File: config.mk
export PLATFORM = sky130hd
export DESIGN_NAME = ilv_section_finder
export DESIGN_NICKNAME = d
export VERILOG_FILES = /design/src/rtl/ilv_pkg.sv /design/src/rtl/ilv_chunk_track.sv /design/src/rtl/ilv_preamble_match.sv /design/src/rtl/ilv_sect_walker.sv /design/src/rtl/ilv_section_finder.sv
export SDC_FILE = /design/constraint.sdc
export NUM_CORES = 1
export LEC_CHECK = 0
export BUFFER_PORTS_ARGS = -buffer_cell sky130_fd_sc_hd__buf_2
export CAP_MARGIN = 0
export CORE_MARGIN = 5
export CORE_UTILIZATION = 60
export CTS_BUF_LIST = sky130_fd_sc_hd__clkbuf_8
export DETAILED_ROUTE_END_ITERATION = 8
export HOLD_SLACK_MARGIN = 0.03
export PLACE_DENSITY = 0.85
export SETUP_SLACK_MARGIN = 0.2
export SYNTH_ARGS = -nofsm -noshare
export SYNTH_HDL_FRONTEND = slang
export SYNTH_HIERARCHICAL = 1
export SYNTH_SLANG_ARGS = --single-unit
export TNS_END_PERCENT = 5
File: constraint.sdc
create_clock -name clk -period 3.51 [get_ports clk]
set_input_delay 0.5265 -clock clk [delete_from_list [all_inputs] [get_ports clk]]
set_output_delay 0.5265 -clock clk [all_outputs]
set_load 0.01 [all_outputs]
File: src/rtl/ilv_pkg.sv
package ilv_pkg;

   localparam int PRE_LEN = 13;

   localparam logic [7:0] TAG_FIRST = 8'h61;
   localparam logic [7:0] TAG_LAST  = 8'h65;
   localparam logic [7:0] TAG_WIDE  = 8'h65;

   typedef enum logic [2:0] {
      FC_NONE     = 3'd0,
      FC_PREAMBLE = 3'd1,
      FC_BAD_TAG  = 3'd2,
      FC_BIG_LEN  = 3'd3,
      FC_LIMIT    = 3'd4
   } fail_e;

   typedef enum logic [2:0] {
      W_IDLE = 3'd0,
      W_PRE  = 3'd1,
      W_TAG  = 3'd2,
      W_LEN  = 3'd3,
      W_SKIP = 3'd4,
      W_FWD  = 3'd5,
      W_FAIL = 3'd6
   } wstate_e;

   function automatic logic [7:0] preamble_byte(input logic [3:0] pos);
      logic [7:0] b;
      case (pos)
         4'd1:                    b = 8'h09;
         4'd2, 4'd4, 4'd6, 4'd8:  b = 8'h0F;
         4'd3, 4'd5, 4'd7, 4'd9:  b = 8'hF0;
         4'd12:                   b = 8'h01;
         default:                 b = 8'h00;
      endcase
      return b;
   endfunction

endpackage

File: src/rtl/ilv_chunk_track.sv
module ilv_chunk_track #(
   parameter int CHUNK = 288,
   parameter int IMG_W = 4
) (
   input  logic             clk,
   input  logic             rst_n,
   input  logic             clear,
   input  logic             step,
   input  logic [IMG_W-1:0] sel_idx,
   input  logic [IMG_W-1:0] img_cnt,
   output logic             keep
);

   localparam int  OFS_W    = (CHUNK > 1) ? $clog2(CHUNK) : 1;
   localparam bit  IS_POW2  = (CHUNK & (CHUNK - 1)) == 0;

   logic             wrap;
   logic [IMG_W-1:0] idx;
   logic [IMG_W:0]   idx_inc;

   if (CHUNK < 2) begin : g_bad_chunk
      $error("ilv_chunk_track: CHUNK must be at least 2");
   end

   if (IS_POW2) begin : g_pow2
      logic [OFS_W-1:0] ofs;
      assign wrap = &ofs;
      always_ff @(posedge clk or negedge rst_n) begin
         if (!rst_n)      ofs <= '0;
         else if (clear)  ofs <= '0;
         else if (step)   ofs <= ofs + 1'b1;
      end
   end else begin : g_any
      logic [OFS_W-1:0] ofs;
      assign wrap = (ofs == OFS_W'(CHUNK - 1));
      always_ff @(posedge clk or negedge rst_n) begin
         if (!rst_n)      ofs <= '0;
         else if (clear)  ofs <= '0;
         else if (step)   ofs <= wrap ? '0 : ofs + 1'b1;
      end
   end

   assign idx_inc = {1'b0, idx} + 1'b1;

   always_ff @(posedge clk or negedge rst_n) begin
      if (!rst_n) begin
         idx <= '0;
      end else if (clear) begin
         idx <= '0;
      end else if (step && wrap) begin
         if (idx_inc >= {1'b0, img_cnt}) idx <= '0;
         else                            idx <= idx_inc[IMG_W-1:0];
      end
   end

   assign keep = (idx_inc == {1'b0, sel_idx});

endmodule

File: src/rtl/ilv_preamble_match.sv
module ilv_preamble_match
   import ilv_pkg::*;
(
   input  logic [3:0] pos,
   input  logic [7:0] byte_i,
   output logic       ok
);

   assign ok = (byte_i == preamble_byte(pos));

endmodule

File: src/rtl/ilv_sect_walker.sv
module ilv_sect_walker
   import ilv_pkg::*;
#(
   parameter int LIMIT = 100,
   parameter int LEN_W = 32
) (
   input  logic             clk,
   input  logic             rst_n,
   input  logic             start,
   input  logic             take,
   input  logic [7:0]       byte_i,
   input  logic [7:0]       want_tag,
   input  logic             pre_ok,
   output logic [3:0]       pre_pos,
   output wstate_e          st,
   output fail_e            code,
   output logic [LEN_W-1:0] len_o
);

   localparam int CNT_W = $clog2(LIMIT + 8);

   if (LEN_W < 32) begin : g_bad_len
      $error("ilv_sect_walker: LEN_W must hold a four-byte length");
   end
   if (LIMIT < 1) begin : g_bad_limit
      $error("ilv_sect_walker: LIMIT must be positive");
   end

   logic [CNT_W-1:0] hdr_cnt;
   logic [CNT_W-1:0] hdr_n;
   logic [LEN_W-1:0] acc;
   logic [LEN_W-1:0] acc_n;
   logic [1:0]       len_left;
   logic [7:0]       cur_tag;
   logic             tag_ok;
   logic             at_limit;
   logic             wide;

   always_comb begin
      hdr_n    = hdr_cnt + 1'b1;
      acc_n    = {acc[LEN_W-9:0], byte_i};
      tag_ok   = (byte_i >= TAG_FIRST) && (byte_i <= TAG_LAST);
      at_limit = (hdr_n >= CNT_W'(LIMIT));
      wide     = (cur_tag == TAG_WIDE);
   end

   always_ff @(posedge clk or negedge rst_n) begin
      if (!rst_n) begin
         st       <= W_IDLE;
         code     <= FC_NONE;
         pre_pos  <= '0;
         hdr_cnt  <= '0;
         acc      <= '0;
         len_left <= '0;
         cur_tag  <= '0;
         len_o    <= '0;
      end else if (start) begin
         st       <= W_PRE;
         code     <= FC_NONE;
         pre_pos  <= '0;
         hdr_cnt  <= '0;
         acc      <= '0;
         len_left <= '0;
         cur_tag  <= '0;
         len_o    <= '0;
      end else if (take) begin
         case (st)
            W_PRE: begin
               if (!pre_ok) begin
                  st   <= W_FAIL;
                  code <= FC_PREAMBLE;
               end else if (pre_pos == 4'(PRE_LEN - 1)) begin
                  st <= W_TAG;
               end else begin
                  pre_pos <= pre_pos + 1'b1;
               end
            end
            W_TAG: begin
               hdr_cnt <= hdr_n;
               if (!tag_ok) begin
                  st   <= W_FAIL;
                  code <= FC_BAD_TAG;
               end else begin
                  cur_tag  <= byte_i;
                  len_left <= (byte_i == TAG_WIDE) ? 2'd3 : 2'd1;
                  acc      <= '0;
                  st       <= W_LEN;
               end
            end
            W_LEN: begin
               hdr_cnt <= hdr_n;
               acc     <= acc_n;
               if (len_left != 2'd0) begin
                  len_left <= len_left - 1'b1;
               end else if (!wide && (acc_n > LEN_W'(255))) begin
                  st   <= W_FAIL;
                  code <= FC_BIG_LEN;
               end else if (cur_tag == want_tag) begin
                  st    <= W_FWD;
                  len_o <= acc_n;
               end else if (at_limit) begin
                  st   <= W_FAIL;
                  code <= FC_LIMIT;
               end else if (acc_n == '0) begin
                  st <= W_TAG;
               end else begin
                  st <= W_SKIP;
               end
            end
            W_SKIP: begin
               hdr_cnt <= hdr_n;
               acc     <= acc - LEN_W'(1);
               if (at_limit) begin
                  st   <= W_FAIL;
                  code <= FC_LIMIT;
               end else if (acc == LEN_W'(1)) begin
                  st <= W_TAG;
               end
            end
            default: ;
         endcase
      end
   end

endmodule

File: src/rtl/ilv_section_finder.sv
module ilv_section_finder
   import ilv_pkg::*;
#(
   parameter int CHUNK = 288,
   parameter int IMG_W = 4,
   parameter int LIMIT = 100
) (
   input  logic             clk,
   input  logic             rst_n,
   input  logic             start,
   input  logic [IMG_W-1:0] sel_idx,
   input  logic [IMG_W-1:0] img_cnt,
   input  logic [7:0]       want_tag,
   input  logic             in_valid,
   input  logic [7:0]       in_data,
   output logic             in_ready,
   output logic             out_valid,
   output logic [7:0]       out_data,
   input  logic             out_ready,
   output logic             found,
   output logic             fail,
   output logic [2:0]       fail_code,
   output logic [31:0]      sect_len
);

   localparam int LEN_W = 32;

   if (IMG_W < 1) begin : g_bad_img
      $error("ilv_section_finder: IMG_W must be positive");
   end

   logic       keep;
   logic       accept;
   logic       take;
   logic       pre_ok;
   logic [3:0] pre_pos;
   logic       walk_idle;
   logic       fwd_kept;
   wstate_e    st;
   fail_e      code;

   ilv_chunk_track #(
      .CHUNK (CHUNK),
      .IMG_W (IMG_W)
   ) u_chunk (
      .clk     (clk),
      .rst_n   (rst_n),
      .clear   (start),
      .step    (accept),
      .sel_idx (sel_idx),
      .img_cnt (img_cnt),
      .keep    (keep)
   );

   ilv_preamble_match u_pre (
      .pos    (pre_pos),
      .byte_i (in_data),
      .ok     (pre_ok)
   );

   ilv_sect_walker #(
      .LIMIT (LIMIT),
      .LEN_W (LEN_W)
   ) u_walk (
      .clk      (clk),
      .rst_n    (rst_n),
      .start    (start),
      .take     (take),
      .byte_i   (in_data),
      .want_tag (want_tag),
      .pre_ok   (pre_ok),
      .pre_pos  (pre_pos),
      .st       (st),
      .code     (code),
      .len_o    (sect_len)
   );

   assign walk_idle = (st == W_IDLE);
   assign fwd_kept  = keep && (st == W_FWD);

   always_comb begin
      if (start || walk_idle) in_ready = 1'b0;
      else if (fwd_kept)      in_ready = out_ready;
      else                    in_ready = 1'b1;
   end

   assign accept    = in_valid && in_ready;
   assign take      = accept && keep && (st != W_FWD) && (st != W_FAIL);
   assign out_valid = in_valid && fwd_kept && !start;
   assign out_data  = in_data;
   assign found     = (st == W_FWD);
   assign fail      = (st == W_FAIL);
   assign fail_code = code;

endmodule

After elaboration in Yosys (flattened, before gate mapping) --
Memories as Yosys holds them, arrays and structs flattened. Cells that the tools add are included.
Word-level totals: register bits after elaboration 104, latch bits 0, RAM bits 0, bits in read-only memories 128, bits of input ports 29, output and inout port bits 47, logic and storage cells 145, memories kept 1
Memories:
- (name not given) | depth 16, bits a word 8, read ports 1, clocked after memory_dff 0, wr ports 0, line ilv_pkg.sv:29 | case (pos)
Operators by class: add/subtract/negate cells 6, multiply operators 0, divide/modulo/power cells 0, $lt $le $gt $ge 5, eq/ne operators 27, shift-type cells 0, multiplexer cells 58, bitwise logic cells 0, reduce and logical (&&, ||, !) cells 38
Operators with widths (count):
- 32-bit two-way mux | 9
- 32-bit case mux with 3 select lines | 1
- 3-bit two-way mux | 20
- 32-bit by 1-bit equality test with 1-bit output (second input constant) | 1
- 32-bit by 8-bit greater-than comparator with 1-bit output (second input constant) | 1
- 32-bit zero test | 1
- 4-bit two-way mux | 8
- 8-bit two-way mux | 4
- 32-bit by 1-bit subtractor with 32-bit output (second input constant) | 1
- 9-bit two-way mux | 3
- 3-bit case mux with 4 select lines | 2
- 2-bit nonzero test | 11
- 7-bit two-way mux | 3
- 8-bit by 7-bit equality test with 1-bit output (second input constant) | 2
- 8-bit equality test | 2
- 3-bit inequality test (second input constant) | 5
- 1-bit logical AND | 10
- 2-bit two-way mux | 5
- 5-bit AND reduction | 2
- 9-bit by 1-bit adder with 9-bit output (second input constant) | 1
- 3-bit equality test (second input constant) | 3
- 9-bit equality test (second input constant) | 1
- 8-bit by 7-bit >= comparator with 1-bit output (second input constant) | 1
- 8-bit by 7-bit less-or-equal comparator with 1-bit output (second input constant) | 1
- 28 further kinds | 36

Depth between registers and ports, before layout --
Gate-level depths: netlist (run 1).
word-level depth 11, mapped depth 15, mapped depth without buffers 12

Cells and area by module --
Netlist (run 1), hierarchy kept.
Modules (own cells, without submodules):
- ilv_sect_walker | instances 1, cells an instance 554, area each 5046.1 µm², sequential area each 2277.2 µm²
- ilv_chunk_track | instances 1, cells an instance 93, area each 875.8 µm², sequential area each 325.3 µm²
- ilv_preamble_match | instances 1, cells an instance 28, area each 225.2 µm², sequential area each 0.0 µm²
- ilv_section_finder | instances 1, cells an instance 20, area each 172.7 µm², sequential area each 0.0 µm²

Least setup slack after synthesis (run 1) --
Ideal clock, no wire load.
path kind reg-to-reg, from reg u_chunk.idx[0], to reg u_walk.acc[31], setup time 0.135 ns, data arrival time 2.941 ns, required time 3.375 ns, setup slack 0.433 ns, cell stages (with the launch flop) 14, path buffers 4, period minus slack after synthesis 3.077 ns, cells stage by stage dfrtp_1 ha_1 xor2_1 nor4_2 nand3b_1 a211oi_1 clkbuf_1 nor2b_1 clkbuf_1 a21oi_1 clkbuf_1 clkbuf_1 o21ai_0 o21ai_0
Between the ends: cells in the longest elaborated chain, start to end 11
RTL lines:
- start: declaration | line ilv_chunk_track.sv:18 | logic [IMG_W-1:0] idx;
- start signal: assignment | line ilv_chunk_track.sv:52 | else idx <= idx_inc[IMG_W-1:0];
- 4-bit by 1-bit adder with 5-bit output (*) | line ilv_chunk_track.sv:43 | assign idx_inc = {1'b0, idx} + 1'b1;
- 5-bit by 4-bit equality test with 1-bit output (*) | line ilv_chunk_track.sv:56 | assign keep = (idx_inc == {1'b0, sel_idx});
- named net keep | line ilv_section_finder.sv:32 | logic keep;
- 1-bit logical AND | line ilv_section_finder.sv:79 | assign fwd_kept = keep && (st == W_FWD);
- 1-bit two-way mux | line ilv_section_finder.sv:83 | else if (fwd_kept) in_ready = out_ready;
- 1-bit two-way mux | line ilv_section_finder.sv:82 | if (start || walk_idle) in_ready = 1'b0;
- 1-bit logical AND | line ilv_section_finder.sv:87 | assign accept = in_valid && in_ready;
- 1-bit logical AND (*) (3 in a row) | line ilv_section_finder.sv:88 | assign take = accept && keep && (st != W_FWD) && (st != W_FAIL);
- named net take | line ilv_section_finder.sv:34 | logic take;
- 2-bit nonzero test (no source line) (*)
- 3-bit AND reduction (no source line) (*)
- end signal: assignment | line ilv_sect_walker.sv:92 | acc <= acc_n;
- end signal: assignment | line ilv_sect_walker.sv:112 | acc <= acc - LEN_W'(1);
- end: declaration | line ilv_sect_walker.sv:31 | logic [LEN_W-1:0] acc;
Mark *: on every way through the listed nets, which the timed path passes. The rest lies on a longest branch. A chain may end at the register's enable or synchronous reset.

Worst setup path in the final report (run 1) --
from reg u_chunk.idx[0], to reg u_walk.code[0]
Between the ends: cells in the longest elaborated chain, start to end 11
RTL lines:
- 4-bit by 1-bit adder with 5-bit output (*) | line ilv_chunk_track.sv:43
- 5-bit by 4-bit equality test with 1-bit output (*) | line ilv_chunk_track.sv:56
- named net keep | line ilv_section_finder.sv:32
- 1-bit logical AND | line ilv_section_finder.sv:79
- 1-bit two-way mux | line ilv_section_finder.sv:83
- 1-bit two-way mux | line ilv_section_finder.sv:82
- 1-bit logical AND | line ilv_section_finder.sv:87
- 1-bit logical AND (*) (3 in a row) | line ilv_section_finder.sv:88
- named net take | line ilv_section_finder.sv:34
- 2-bit nonzero test (no source line) (*)
- 6-bit AND reduction (no source line) (*)
- end signal: assignment | line ilv_sect_walker.sv:97 | code <= FC_BIG_LEN;
- end signal: assignment | line ilv_sect_walker.sv:103 | code <= FC_LIMIT;
- end signal: assignment | line ilv_sect_walker.sv:115 | code <= FC_LIMIT;
- end: declaration | line ilv_sect_walker.sv:16 | output fail_e code,
Marked as above.

==> results of run 1 <==
## logic make-up after synthesis
| logic type | Yosys count | synth area share [%] |
|---|---|---|
| and+or+nand+nor | 254 | 21.1 |
| AOI/OAI and AO/OA | 170 | 17.2 |
| DFF | 104 | 41.2 |
| buffers and inverters | 71 | 5.37 |
| muxes | 42 | 6.69 |
| xor gates and xnor gates | 37 | 5.13 |
| adders and majority gates | 17 | 3.37 |
## registers in the layout, indices dropped and copies added (netlist names)
signal,cells
u_chunk/g_any.ofs,9
u_chunk/idx,4
u_walk/acc,32
u_walk/code,3
u_walk/cur_tag,8
u_walk/hdr_cnt,7
u_walk/len_left,2
u_walk/len_o,32
u_walk/pre_pos,4
u_walk/st,3
## worst register-to-register path, delay by kind of cell (launching register included)
kind                     cells  cell delay (ps)
flip-flops                   1              460
buffers and inverters        1              220
XOR/XNOR                     1              190
AO/OA/AOI/OAI                5             1300
adder cells (fa/ha/maj)      1              370
AND/OR/NAND/NOR              2              560
## worst min-delay path by stage
stage / start / endpoint / slack, ps / cells past startpoint
final: rst_n / u_chunk/idx[2] / 350 / 1
after global routing: rst_n / u_chunk/idx[2] / 450 / 1
after CTS: rst_n / u_chunk/idx[3] / 390 / 1
after detailed placement: u_walk/len_left[1] / u_walk/len_left[1] / 500 / 1
after global placement: u_walk/len_left[1] / u_walk/len_left[1] / 490 / 1
after floorplan: rst_n / u_chunk/g_any.ofs[0] / 230 / 0
## placed cells by master (no fill, tap or decap), types with 5 or more instances in the layout
master	instances
sky130_fd_sc_hd__nand2_1	44
sky130_fd_sc_hd__o21ai_0	61
sky130_fd_sc_hd__nor2b_1	6
sky130_fd_sc_hd__a22oi_1	11
sky130_fd_sc_hd__or3_1	7
sky130_fd_sc_hd__xor2_1	16
sky130_fd_sc_hd__nand4_1	7
sky130_fd_sc_hd__nor3b_1	5
sky130_fd_sc_hd__mux2i_1	40
sky130_fd_sc_hd__ha_1	17
sky130_fd_sc_hd__buf_4	13
sky130_fd_sc_hd__clkbuf_8	9
sky130_fd_sc_hd__xnor2_1	21
sky130_fd_sc_hd__nand3_1	11
sky130_fd_sc_hd__nor4_1	14
sky130_fd_sc_hd__a31oi_1	7
sky130_fd_sc_hd__nor3_1	18
sky130_fd_sc_hd__buf_2	74
sky130_fd_sc_hd__inv_1	25
sky130_fd_sc_hd__dfrtp_1	103
sky130_fd_sc_hd__nor2_1	90
sky130_fd_sc_hd__a21oi_1	30
sky130_fd_sc_hd__and4_1	6
sky130_fd_sc_hd__a32oi_1	11
sky130_fd_sc_hd__and2_1	7
sky130_fd_sc_hd__o21ai_1	8
## cell type report
type                            instances  area share, %
Inverter                               25           1.34
Multi-Input combinational cell        520           48.5
Sequential cell                       104           37.1
Clock buffer                            9           1.77
Clock inverter                          7           1.37
Tap cell                              136           2.43
Timing Repair Buffer                   90           7.48
## per-layer routing
layer / up-vias / global-route usage (%)
met5: - / 0
met4: 0 / 6.57
met3: 31 / 5.12
met2: 257 / 43.1
met1: 2708 / 34.0
li1: 2614 / -
## cell usage after synthesis, drive strengths merged, types with 2 or more instances
cell type / count / share of area [%]
dfrtp: 104 / 41
nor2: 91 / 5.5
o21ai: 70 / 5.6
nand2: 44 / 2.6
mux2i: 40 / 6.3
a21oi: 32 / 2.6
clkbuf: 30 / 1.8
inv: 24 / 1.4
xnor2: 21 / 2.9
nor3: 19 / 1.6
ha: 17 / 3.4
buf: 16 / 2.1
nor4: 16 / 1.8
xor2: 16 / 2.2
a32oi: 12 / 1.7
nand3: 12 / 1.0
a22oi: 11 / 1.3
and2: 8 / 0.81
a31oi: 7 / 0.69
nand4: 7 / 0.69
nor2b: 7 / 0.69
or3: 7 / 0.69
and4: 6 / 0.83
or2: 6 / 0.63
a211oi: 5 / 0.59
nor3b: 5 / 0.59
nand2b: 4 / 0.40
nor4b: 4 / 0.65
nor4bb: 4 / 0.63
o2bb2ai: 4 / 0.55
or4: 4 / 0.48
a21o: 3 / 0.36
a221oi: 3 / 0.42
o311ai: 3 / 0.42
o31ai: 3 / 0.36
a221o: 2 / 0.32
mux2: 2 / 0.36
nand3b: 2 / 0.24
nand4b: 2 / 0.28
o211ai: 2 / 0.24
o22ai: 2 / 0.20
or3b: 2 / 0.28
## metrics by stage
step	hold WS, ps	util [%]	instances	instance area [sq um]
after global routing	449	68.2	891	7010
after detailed placement	500	65.4	873	6730
after global placement	488	65.4	873	6730
after floorplan	231	-	695	6320
after CTS	392	67.7	889	6950
final	354	68.2	891	7010
## where the power goes
part | internal [uW] | leakage, uW | switching (uW)
sequential | 1210 | 0.00143 | 13.6
combinational | 69.3 | 0.00182 | 144
clock | 403 | 0.000107 | 426
## repair_timing
item                                    in CTS  in global routing
hold buffers                                 0                  0
endpoints found under the setup margin      41                 65
pin swaps                                    0                  1
resized for setup                            2                  9
cloned                                       0                  1
buffers inserted                             0                  1
==> out/results.md, run 1 <==
| Result | Reported | Unit |
|---|---|---|
| Status | completed | - |
| Initial core utilization | 61.5 | % |
| Startpoint kind of the worst setup timing path | flip-flop | - |
| Routed vias/inst | 6.30 | - |
| Total clock sinks | 104 | - |
| First-pass detailed-route iteration total | 6 | - |
| Worst-Margin Slew | 1090 | ps |
| GRT Overall Usage | 25.6 | % |
| Total power | 2260 | uW |
| Global-route wire length before repair | 26900 | um |
| Leakage | 0.00336 | uW |
| Post-synth EDFFs | 0 | - |
| Worst path arrival time | 3470 | ps |
| Final worst path period need | 3190 | ps |
| Cells along the critical path | ha_1, xor2_1, nor4_2, nand3b_1, a211oi_2, buf_4, o311ai_0, a32oi_2, o21ai_0, a22o_1 | - |
| DIE AREA | 12700 | sq um |
| Area of combinational cells with multiple inputs | 3400 | sq um |
| DRT antenna net count | 0 | - |
| Average wire per standard cell | 18.2 | um |
| Register bit count reported by yosys | 104 | - |
| Source of the worst register-to-register timing path | u_chunk/idx[0] | - |
| Maxcap violations | 0 | - |
| Number of buffers inserted by port buffering | 75 | - |
| Yosys warning count | 6 | - |
| Total of fill cells in the finished design | 851 | - |
| Worst path depth | 10 | - |
| Worst clock skew on the final layout | 15.8 | ps |
| Largest net degree at the start of global routing | 89 | - |
| Clock buffers created by TritonCTS | 9 | - |
| Synthesized instance count | 695 | - |
| Final weighted congestion in routability-driven placement | 0.893 | - |
| Combined flip-flop and latch cell area | 2600 | sq um |
| Die Y | 113 | um |
| Setup repair after global routing missed its margin | yes | - |
| Met3 WL | 1190 | um |
| Ant diodes | 0 | - |
| Async set-reset flop share out of synthesis | 100 | % |
| Part of the cycle the worst path needs | 90.9 | % |
| Startpoint of the worst setup timing path | u_chunk/idx[0] | - |
| First DRT Iteration DRCs | 496 | - |
| Pre-CTS worst setup slack | 143 | ps |
| Detailed route wirelength on metal2 | 7990 | um |
| Endpoint of the lowest-slack register-to-register path | u_walk/code[0] | - |
| Total vias in the final route | 5610 | - |
| Crit path capture type | flip-flop | - |
| Flop2flop setup slack | 320 | ps |
| Total number of H-tree levels | 3 | - |
| Most used DFF post-synth | sky130_fd_sc_hd__dfrtp_1 | - |
| Achievable clock frequency | 313 | MHz |
| Fraction of layout instances using a drive strength above 1 | 17.2 | % |
| Final count of hold timing violations | 0 | - |
| Initial antenna violation count | 0 | - |
| Worst IR Drop VDD | 0.280 | mV |
| DRC errors left | 0 | - |
| Clock latency of the later-clocked register in the worst-skew pair | 390 | ps |
| Type of the worst min-delay path | input port to async pin | - |
| Post-DP HPWL | 11100 | um |
| Capturing instance or port of the critical path | u_walk/code[0] | - |
| Net count after synthesis | 741 | - |
| Count of buffering cells on the critical path with inverters included | 1 | - |
| Final Setup Violations | 0 | - |
| Depth of the worst register-to-register path | 10 | - |
| Worst setup path class | flip-flop to flip-flop | - |
| Critical-path top delay cell | sky130_fd_sc_hd__dfrtp_1 | - |
| Average cell area after synthesis | 9.09 | sq um |
| Crit path setup slack, layout | 318 | ps |
| Total routed wirelength | 16300 | um |
| Kind of cell adding the most delay to the critical path | compound AO/OA/AOI/OAI gates | - |
| Total standard cell area after synthesis | 6320 | sq um |
| Clock transition at the registers of the reported paths | 100 | ps |
| Stage delay of the slowest cell on the critical path | 460 | ps |
| Floorplan Core Area | 10300 | sq um |
| Setup total negative slack | 0 | ps |
| Number of global-route vias before repair | 5501 | - |
| Number of nets in the layout | 796 | - |
| Cell chosen for the clock root | sky130_fd_sc_hd__clkbuf_8 | - |
| Sequential cell area fraction in the yosys report | 41.2 | % |
| Top-level port count | 76 | - |
| Top routing layer in use | met4 | - |
| TritonCTS clock tree | built | - |
| Max FO, Critical Path | 9 | - |
| Number of slew-limit violations in the final report | 0 | - |
| M1 WL | 6810 | um |
| Standard-cell row count | 37 | - |
| Relative area change from synthesis to final layout | 11.0 | % |
| Longest Clk Path Bufs | 2 | - |
| Max-Slew Margin vs Limit | 27.3 | % |
| Worst Path Required | 3780 | ps |
| Number of distinct library cell variants in the gate-level netlist after synthesis | 73 | - |
| Total congestion overflow | 0 | - |
| X dimension of the die | 113 | um |
| Total power density per cell area | 323 | nW/um^2 |
No activity file was read; power rests on OpenSTA's default activity.
==> inputs of run 2 (changes only) <==
ABC_AREA = 1   (was unset)
CELL_PAD_IN_SITES_DETAIL_PLACEMENT = 1   (was unset)
CELL_PAD_IN_SITES_GLOBAL_PLACEMENT = 1   (was unset)
CORE_UTILIZATION = 44   (was 60)
SYNTH_HIERARCHICAL = unset   (was 1)
==> run 2 against run 1 <==
Count of clock-buffer cells in the layout unchanged. Area after synthesis up 10%. Sequential share of layout area down 2.8 points. Sequential power up 34%. Core utilization down 20 points. First-iteration DRC count down 6.3%. Critical path type unchanged. Critical endpoint is now u_walk.len_o[16]. Highest routed layer unchanged.
==> out/results.md, run 2 <==
| Result | Reported | Unit | Change |
|---|---|---|---|
| Status | completed | - |  |
| Total of fill cells in the finished design | 2114 | - | +150% |
| Total power density per cell area | 728 | nW/um^2 | +130% |
| Post-layout util | 48.3 | % | -20 points |
| Routed vias/inst | 5.34 | - | -15% |
| GRT Overall Usage | 24.1 | % | -1.5 points |
| Die Y | 136 | um | +21% |
| Number of slew-limit violations in the final report | 0 | - | unchanged |
| DRT antenna net count | 0 | - | unchanged |
| Endpoint of the lowest-slack register-to-register path | u_walk.len_o[16] | - |  |
| DRC errors left | 0 | - | unchanged |
| Post-synth top area share | 37.4 | % | -3.8 points |
| Cell chosen for the clock root | sky130_fd_sc_hd__clkbuf_8 | - |  |
| Floorplan Core Area | 15700 | sq um | +53% |
| Total routed wirelength | 21700 | um | +34% |
| Number of buffers inserted by port buffering | 75 | - | unchanged |
| X dimension of the die | 136 | um | +21% |
| DIE AREA | 18400 | sq um | +45% |
| Sequential cell area fraction in the yosys report | 37.4 | % | -3.8 points |
| Most common library cell in the layout ignoring fill and taps | sky130_fd_sc_hd__nand2_1 | - |  |
| Async set-reset flop share out of synthesis | 100 | % | unchanged |
| Most frequent cell after synthesis | sky130_fd_sc_hd__nand2_1 | - |  |
| Clock buffers created by TritonCTS | 9 | - | unchanged |
| Initial core utilization | 44.3 | % | -17 points |
| Number of nets in the layout | 1097 | - | +38% |
| Post-CTS setup repair buffer count | 0 | - | unchanged |
| Total congestion overflow | 0 | - | unchanged |
| Post-CTS resize count | 0 | - | -2 |
| Final count of hold timing violations | 0 | - | unchanged |
| Depth of the worst register-to-register path | 11 | - | +1 |
| Most used DFF post-synth | sky130_fd_sc_hd__dfrtp_1 | - |  |
| Number of global-route vias before repair | 6889 | - | +25% |
| Critical-path top delay cell | sky130_fd_sc_hd__nand2_2 | - |  |
| Total number of H-tree levels | 3 | - | unchanged |
| Largest registers | u_walk.acc: 32 flops, u_walk.len_o: 32 flops, u_chunk.g_any.ofs: 9 flops | - |  |
| Total clock sinks | 104 | - | unchanged |
| Average cell area after synthesis | 6.98 | sq um | -23% |
| Worst IR Drop VDD | 0.298 | mV | +6.3% |
| Leading post-synthesis cells by instance count | 302 x sky130_fd_sc_hd__nand2_1, 120 x sky130_fd_sc_hd__inv_1, 104 x sky130_fd_sc_hd__dfrtp_1, 104 x sky130_fd_sc_hd__nor2_1, 91 x sky130_fd_sc_hd__nand3_1 | - |  |
| Register bit count reported by yosys | 104 | - | unchanged |
| Hold buffers post-CTS | 0 | - | unchanged |
| Source of the worst register-to-register timing path | u_chunk.idx[0] | - |  |
| Worst clock skew on the final layout | 12.7 | ps | -3.10 ps |
| Average wire per standard cell | 17.0 | um | -6.6% |
| Clock latency of the later-clocked register in the worst-skew pair | 400 | ps | about the same |
| Total standard cell area after synthesis | 6960 | sq um | +10% |
| Total vias in the final route | 6807 | - | +21% |
| Number of distinct library cell variants in the gate-level netlist after synthesis | 37 | - | -49% |
| Max-Slew Margin vs Limit | 39.9 | % | +13 points |
| Crit path capture type | flip-flop | - |  |
| Initial antenna violation count | 0 | - | unchanged |
| TritonCTS clock tree | built | - |  |
| Type of the worst min-delay path | input port to async pin | - |  |
| Maxcap violations | 0 | - | unchanged |
| Achievable clock frequency | 336 | MHz | +7.3% |
| Synthesized instance count | 997 | - | +43% |
| Leakage | 0.00401 | uW | +19% |
| Cells along the critical path | ha_1, xnor2_1, nand3_1, nor2_4, nand2_2, nor2_4, nand4_2, nand2_4, nand2_2, nand2_1, o21ai_1 | - |  |
| Clock transition at the registers of the reported paths | 110 | ps | about the same |
| Most frequent cells in the layout | 302 x sky130_fd_sc_hd__nand2_1, 120 x sky130_fd_sc_hd__inv_1, 104 x sky130_fd_sc_hd__nor2_1, 104 x sky130_fd_sc_hd__dfrtp_1, 91 x sky130_fd_sc_hd__nand3_1 | - |  |
| Net count after synthesis | 1041 | - | +40% |
| Final worst path period need | 2970 | ps | -217 ps |
| Largest net degree at the start of global routing | 65 | - | -27% |
| Setup repair after global routing missed its margin | no | - |  |
| First-pass detailed-route iteration total | 5 | - | -1 |
| Top cells by area in the synthesized netlist | sky130_fd_sc_hd__dfrtp_1 37%, sky130_fd_sc_hd__nand2_1 16%, sky130_fd_sc_hd__nand3_1 6.5% | - |  |
| Worst setup path class | flip-flop to flip-flop | - |  |
| Final weighted congestion in routability-driven placement | 0.914 | - | +2.4% |
| Relative area change from synthesis to final layout | 9.14 | % |  |
| Worst Path Required | 3760 | ps | -20 ps |
| Longest Clk Path Bufs | 2 | - | unchanged |
| Stage delay of the slowest cell on the critical path | 520 | ps | +60 ps |
| Post-synth EDFFs | 0 | - | unchanged |
| Flop2flop setup slack | 540 | ps | +220 ps |
| First DRT Iteration DRCs | 465 | - | -6.3% |
| Global-route wire length before repair | 35700 | um | +33% |
| Max FO, Critical Path | 34 | - | +25 |
| Post-DP HPWL | 16500 | um | +48% |
| Startpoint kind of the worst setup timing path | flip-flop | - |  |
| Yosys warning count | 0 | - | -6 |
| Cell type contributing the most total cell area after synthesis | sky130_fd_sc_hd__dfrtp_1 | - |  |
| Final Setup Violations | 0 | - | unchanged |
| Top-level port count | 76 | - | unchanged |
| Worst path arrival time | 3230 | ps | -240 ps |
| Ant diodes | 0 | - | unchanged |
| Setup total negative slack | 0 | ps | unchanged |
| Part of the cycle the worst path needs | 84.8 | % | -6.2 points |
| Standard-cell row count | 46 | - | +24% |
| Worst-Margin Slew | 902 | ps | -189 ps |
| Fraction of layout instances using a drive strength above 1 | 14.7 | % | -2.6 points |
## run 2: cell count changes after synthesis, sizes merged, moves of 16 or more
cell    change
buf        +17
nor2       +24
clkbuf     -27
inv       +100
nand2     +273
mux2i      -40
nand3      +84
nor4       -16
## run 2: logic make-up after synthesis
kind of cell / after synthesis / share of synthesized area [%]
AO/OA/AOI/OAI: 133 / 11.3
XOR/XNOR: 22 / 2.77
adder cells (fa/ha/maj): 15 / 2.70
buffers and inverters: 160 / 10.4
flip-flops: 104 / 37.4
AND/OR/NAND/NOR: 563 / 35.4
## run 2: metal layers
metal,global-route usage (%),wire (um),vias up
met2,39.3,10200,131
met3,2.97,991,15
met4,5.32,187,0
met5,0,0,-
li1,-,-,3297
met1,34.6,10400,3364
## run 2: metrics by stage
| stage | std cells | hold WS (ps) | setup WS [ps] | power [uW] | cell area [sq um] |
|---|---|---|---|---|---|
| floorplan | 997 | 231 | 1370 | 3920 | 6960 |
| global placement | 1258 | 466 | 699 | 4600 | 7400 |
| detailed placement | 1258 | 466 | 529 | 4720 | 7400 |
| CTS | 1274 | 289 | 513 | 5520 | 7590 |
| global route | 1274 | 340 | 265 | 5980 | 7590 |
| finish | 1274 | 252 | 535 | 5530 | 7590 |
## run 2: layout make-up
cell class | instances | area [sq um] | share of cell area [%]
Tap cell | 216 | 270 | 3.56
Inverter | 124 | 465 | 6.13
Clock buffer | 9 | 124 | 1.63
Clock inverter | 7 | 66.3 | 0.874
Timing Repair Buffer | 81 | 435 | 5.74
Sequential cell | 104 | 2600 | 34.3
Multi-Input combinational cell | 733 | 3630 | 47.8
## run 2: critical path: cells and delay by family (launching register included)
kind                     cells  cell delay, ps
AO/OA/AOI/OAI                1              80
adder cells (fa/ha/maj)      1             380
XOR/XNOR                     1             170
flip-flops                   1             460
AND/OR/NAND/NOR              8            1730
## run 2: how the worst max path moves through the flow
stage / cells after the start / slack [ps] / to / from
after floorplan: 6 / 1370 / out_valid / start
after global placement: 11 / 700 / u_walk.len_o[24] / u_chunk.idx[0]
after detailed placement: 11 / 530 / u_walk.len_o[18] / u_chunk.idx[0]
after CTS: 11 / 510 / u_walk.len_o[18] / u_chunk.idx[0]
after global routing: 11 / 260 / u_walk.len_o[31] / u_chunk.idx[0]
final: 11 / 540 / u_walk.len_o[16] / u_chunk.idx[0]
## run 2: where the power goes
part	switching [uW]	total [uW]	internal, uW	leakage (uW)
clock network	492	772	280	0.0000991
registers	263	1630	1370	0.00143
logic	2150	3130	979	0.00248
total	2900	5530	2630	0.00401
